File: config.mk
export PLATFORM = sky130hd
export DESIGN_NAME = apd_monitor
export DESIGN_NICKNAME = d
export VERILOG_FILES = /design/src/rtl/apd_pkg.sv /design/src/rtl/apd_sampler.sv /design/src/rtl/apd_wake_detect.sv /design/src/rtl/apd_hold_timer.sv /design/src/rtl/apd_monitor.sv
export SDC_FILE = /design/constraint.sdc
export NUM_CORES = 1
export LEC_CHECK = 0
export BUFFER_PORTS_ARGS = -buffer_cell sky130_fd_sc_hd__buf_2
export CAP_MARGIN = 20
export CORE_ASPECT_RATIO = 0.5
export CORE_MARGIN = 5
export CORE_UTILIZATION = 46
export CTS_BUF_LIST = sky130_fd_sc_hd__clkbuf_16
export DETAILED_ROUTE_END_ITERATION = 7
export PLACE_DENSITY_LB_ADDON = 0.3
export RECOVER_POWER = 25
export SYNTH_ARGS = -nofsm -noshare
export SYNTH_HDL_FRONTEND = slang
export SYNTH_SLANG_ARGS = --single-unit
export TNS_END_PERCENT = 100
File: constraint.sdc
create_clock -name clk -period 1.8 [get_ports clk]
set_input_delay 0 -clock clk [delete_from_list [all_inputs] [get_ports clk]]
set_output_delay 0 -clock clk [all_outputs]
set_load 0.03 [all_outputs]
File: src/rtl/apd_pkg.sv
package apd_pkg;
  // positions of the wake causes inside the cause vector
  localparam int CAUSE_SEL   = 0;
  localparam int CAUSE_WRITE = 1;
  localparam int CAUSE_ADDR  = 2;
  localparam int CAUSE_DATA  = 3;
  localparam int NUM_CAUSES  = 4;

  // bits needed to hold the values 0..n
  function automatic int cnt_bits(input int n);
    int b;
    b = 1;
    while ((1 << b) <= n) b++;
    return b;
  endfunction
endpackage

File: src/rtl/apd_sampler.sv
// Registers a pin group once and keeps the sample from the cycle before.
module apd_sampler #(
  parameter int              W       = 1,
  parameter logic [W-1:0]    RST_VAL = '0
) (
  input  logic         clk,
  input  logic         rst,
  input  logic [W-1:0] pin,
  output logic [W-1:0] cur,
  output logic [W-1:0] prev
);
  always_ff @(posedge clk) begin
    if (rst) begin
      cur  <= RST_VAL;
      prev <= RST_VAL;
    end else begin
      cur  <= pin;
      prev <= cur;
    end
  end
endmodule

File: src/rtl/apd_wake_detect.sv
// Qualifies the four pin events that wake the memory.
module apd_wake_detect
  import apd_pkg::*;
#(
  parameter int AW = 18,
  parameter int DW = 4
) (
  input  logic          sel_n_cur,
  input  logic          sel_n_prev,
  input  logic          wr_n_cur,
  input  logic          wr_n_prev,
  input  logic [AW-1:0] addr_cur,
  input  logic [AW-1:0] addr_prev,
  input  logic [DW-1:0] data_cur,
  input  logic [DW-1:0] data_prev,
  output logic          wake
);
  logic [NUM_CAUSES-1:0] cause;
  logic                  selected;

  always_comb begin
    selected           = ~sel_n_cur;
    cause              = '0;
    cause[CAUSE_SEL]   = sel_n_prev & ~sel_n_cur;
    cause[CAUSE_WRITE] = selected & wr_n_prev & ~wr_n_cur;
    cause[CAUSE_ADDR]  = selected & (|(addr_cur ^ addr_prev));
    cause[CAUSE_DATA]  = selected & ~wr_n_cur & (|(data_cur ^ data_prev));
    wake               = |cause;
  end
endmodule

File: src/rtl/apd_hold_timer.sv
// Retriggerable hold counter and the registered power flags.
module apd_hold_timer
  import apd_pkg::*;
#(
  parameter int HOLD_CYC = 4
) (
  input  logic clk,
  input  logic rst,
  input  logic wake,
  input  logic desel,
  output logic active_o,
  output logic standby_o
);
  localparam int CW = cnt_bits(HOLD_CYC);
  localparam logic [CW-1:0] FULL = CW'(HOLD_CYC);

  logic [CW-1:0] cnt_q, cnt_d;

  always_comb begin
    if (wake)             cnt_d = FULL;
    else if (cnt_q != '0) cnt_d = cnt_q - 1'b1;
    else                  cnt_d = '0;
  end

  always_ff @(posedge clk) begin
    if (rst) begin
      cnt_q     <= '0;
      active_o  <= 1'b0;
      standby_o <= 1'b1;
    end else begin
      cnt_q     <= cnt_d;
      active_o  <= (cnt_d != '0);
      standby_o <= desel & (cnt_d == '0);
    end
  end
endmodule

File: src/rtl/apd_monitor.sv
module apd_monitor #(
  parameter int AW       = 18,
  parameter int DW       = 4,
  parameter int HOLD_CYC = 4
) (
  input  logic          clk,
  input  logic          rst,
  input  logic          sel_n,
  input  logic          wr_n,
  input  logic [AW-1:0] addr,
  input  logic [DW-1:0] wdat,
  output logic          active_o,
  output logic          standby_o
);
  logic [1:0]    ctl_cur, ctl_prev;
  logic [AW-1:0] a_cur, a_prev;
  logic [DW-1:0] d_cur, d_prev;
  logic          wake;

  // bit 1: chip select, bit 0: write strobe (both idle high)
  apd_sampler #(.W(2), .RST_VAL(2'b11)) u_ctl (
    .clk(clk), .rst(rst), .pin({sel_n, wr_n}), .cur(ctl_cur), .prev(ctl_prev));
  apd_sampler #(.W(AW), .RST_VAL('0)) u_addr (
    .clk(clk), .rst(rst), .pin(addr), .cur(a_cur), .prev(a_prev));
  apd_sampler #(.W(DW), .RST_VAL('0)) u_data (
    .clk(clk), .rst(rst), .pin(wdat), .cur(d_cur), .prev(d_prev));

  apd_wake_detect #(.AW(AW), .DW(DW)) u_det (
    .sel_n_cur(ctl_cur[1]), .sel_n_prev(ctl_prev[1]),
    .wr_n_cur(ctl_cur[0]),  .wr_n_prev(ctl_prev[0]),
    .addr_cur(a_cur), .addr_prev(a_prev),
    .data_cur(d_cur), .data_prev(d_prev),
    .wake(wake));

  apd_hold_timer #(.HOLD_CYC(HOLD_CYC)) u_tmr (
    .clk(clk), .rst(rst), .wake(wake), .desel(ctl_cur[1]),
    .active_o(active_o), .standby_o(standby_o));
endmodule

==> results_dict.tcl <==
set metrics [dict create \
    routed.top_layer "met4" \
    core-area_mm2 0.00355 \
    tns_ns 0 \
    ys_types 24 \
    die_area_mm2 0.00521 \
    mostFrequentLayoutCells "53 x dfxtp_1, 44 x nor2b_1, 26 x buf_2" \
    track_usage_pct 10.8 \
    first_iter_violations 38 \
    worstPathMaxFanout 5 \
    post_cts_resized 0 \
    initial_core_util_pct 49.3 \
    root_buffer "clkbuf_16" \
    crit_path_end_kind "flip-flop" \
    drcViolationCount 0 \
    grt_pass1_vias 1074 \
    fp.dieH_um 53.6 \
    h-tree-depth 2 \
    crit_type "reg2reg" \
    drt-vias-per-instance 4.29 \
    clockBufferDepth 2 \
    post_drt_wl_per_cell_um 9.74 \
    hold_viol 0 \
    dp_hpwl_um 1620 \
    cap_violations 0 \
    routed_wl_um 2510 \
    cpMaxStageDelayCell "dfxtp_1" \
    grt_max_degree 53 \
    yosysWarnings 0 \
    ys_ff_latch 53 \
    drtAntennaViolNets 0 \
    leakage_nw 0.938 \
    crit_chain "nor2_1, inv_1, ha_1, a211oi_1, a21o_1, a21oi_1" \
    fin_area_mm2 0.00230 \
    fin_crit_sh_pct 78.4 \
    route.met2.wl_um 1140 \
    cpPeakStageDelay_ns 0.34 \
    cts_tree "yes" \
    arrival_ns 1.57 \
    total_power_w 0.00231 \
    cp-start-kind "flip-flop" \
    setup_violations 0 \
    portBuffers 27 \
    rsz0062_at_grt "false" \
    clk_pin_slew_worst_paths_ns 0.06 \
    fmax_mhz 709 \
    num_vias 1107 \
    syn_avg_cell_area_um2 11.4 \
    post-cts-setup-buffers 0 \
    critical_path_required_ns 1.96 \
    clock_skew_ns 0.00346 \
    cts_sinks 53 \
    place_congestion 0.702 \
    status "finished, final reports clean" \
    antenna_found_initial 0 \
    drt-met1-wl_um 1240 \
    synthesis.area_mm2 0.00175 \
    num_rows 15 \
    drt_pre_antenna_iters 2 \
    worstHoldPathType "in2reg" \
    numCtsBuffers 5 \
    fin_crit_ns 1.41 \
    power_density_mw_per_mm2 1000 \
    layout_commonest_cell "dfxtp_1" \
    grt_pass1_wl_um 4460 \
    syn_inst 154 \
    nets 235 \
    grt.overflow.total 0 \
    slew_headroom_pct 35.1 \
    final_max_slew_viol_count 0 \
    syn_nets 182 \
    io_pins 28 \
    die_width_um 97.2 \
    placed_cell_area_mm2 0.00193 \
    layout-drive-gt1-share_pct 18.4 \
    routed-wl-met3_um 124 \
    areaGrowthSynthToFinish_pct 31.6 \
    tightest_slew_ns 0.974 \
    ir_worst_vdd_uv 394 \
    n_antenna_cell 0 \
    insertion_delay_ns 0.28 \
    seq_area_frac_synth_pct 60.7 \
]
cell usage after synthesis, drive strengths merged:
| cell | count | share of area [%] |
|---|---|---|
| a41o | 1 | 0.57 |
| xor2 | 2 | 1.0 |
| dfxtp | 53 | 61 |
| ha | 2 | 1.4 |
| nand4 | 3 | 1.1 |
| o21ba | 1 | 0.57 |
| nand2b | 1 | 0.36 |
| nor2b | 44 | 16 |
| nor3 | 1 | 0.29 |
| a31oi | 1 | 0.36 |
| or2 | 4 | 1.4 |
| inv | 2 | 0.43 |
| nor4 | 2 | 1.1 |
| a21oi | 2 | 0.57 |
| nor2 | 2 | 0.43 |
| a211oi | 2 | 1.1 |
| a21o | 1 | 0.43 |
| clkbuf | 5 | 1.1 |
| xnor2 | 20 | 10 |
| nand3 | 1 | 0.29 |
| and3 | 1 | 0.36 |
| nand2 | 3 | 0.64 |
worst paths after layout:
check	start	endpoint	slack, ns	cells after the start
max reg2reg	u_tmr.cnt_q[0]	u_tmr.active_o	0.39	6
min	sel_n	u_ctl.cur[1]	0.44	3
max	u_tmr.cnt_q[0]	u_tmr.active_o	0.39	6
min reg2reg	u_ctl.cur[0]	u_ctl.prev[0]	0.45	1
what timing repair did:
item,4_1_cts,5_1_grt
endpoints found under the hold margin,24,0
hold buffers,24,0
setup endpoints to repair,0,0
power by group:
group	switching (W)	total [W]	internal, W
Clock	0.000356	0.000852	0.000497
Combinational	0.0000761	0.000199	0.000123
Sequential	0.0000291	0.00126	0.00123
per-layer routing:
metal | vias up | track usage [%]
li1 | 592 | -
met1 | 491 | 12.3
met2 | 22 | 18.2
met3 | 2 | 4.53
met4 | 0 | 5.36
met5 | - | 0
layout make-up:
cell class | instances | area [µm²]
clock inverters | 2 | 7.51
fillers | 282 | 1250
inverters | 2 | 7.51
well taps | 51 | 63.8
clock buffers | 5 | 125
flip-flops and latches | 53 | 1060
multi-input cells | 94 | 661
repair buffers | 51 | 375
critical path: cells and delay by family (launching register included):
| family | cells | cell delay [ns] |
|---|---|---|
| flip-flops | 1 | 0.34 |
| adder cells (fa/ha/maj) | 1 | 0.20 |
| AND/OR/NAND/NOR | 1 | 0.20 |
| buffers and inverters | 1 | 0.07 |
| AO/OA/AOI/OAI | 3 | 0.48 |
cells by family (layout without fill, tap and decap cells):
| family | Yosys count | after routing | share of synthesized area (%) |
|---|---|---|---|
| buffers and inverters | 7 | 60 | 1.50 |
| adder cells (fa/ha/maj) | 2 | 2 | 1.43 |
| flip-flops | 53 | 53 | 60.7 |
| XOR/XNOR | 22 | 22 | 11.0 |
| AO/OA/AOI/OAI | 8 | 8 | 3.65 |
| AND/OR/NAND/NOR | 62 | 62 | 21.7 |
registers in the layout, indices dropped and copies added, names as in the netlist:
| name | flops |
|---|---|
| u_addr.cur | 18 |
| u_addr.prev | 18 |
| u_data.cur | 4 |
| u_data.prev | 4 |
| u_tmr.cnt_q | 3 |
| u_ctl.cur | 2 |
| u_ctl.prev | 2 |
| u_tmr.active_o | 1 |
| u_tmr.standby_o | 1 |
through the flow:
step / utilization (%) / hold WS (ns) / instances / setup WS [ns]
floorplan: - / 0.0716 / 154 / 0.518
global placement: 54.4 / 0.183 / 227 / 0.427
detailed placement: 54.4 / 0.185 / 227 / 0.395
CTS: 64.9 / 0.339 / 258 / 0.379
global route: 64.9 / 0.459 / 258 / 0.273
finish: 64.9 / 0.435 / 258 / 0.389
Power figures use the tool's default switching activity.
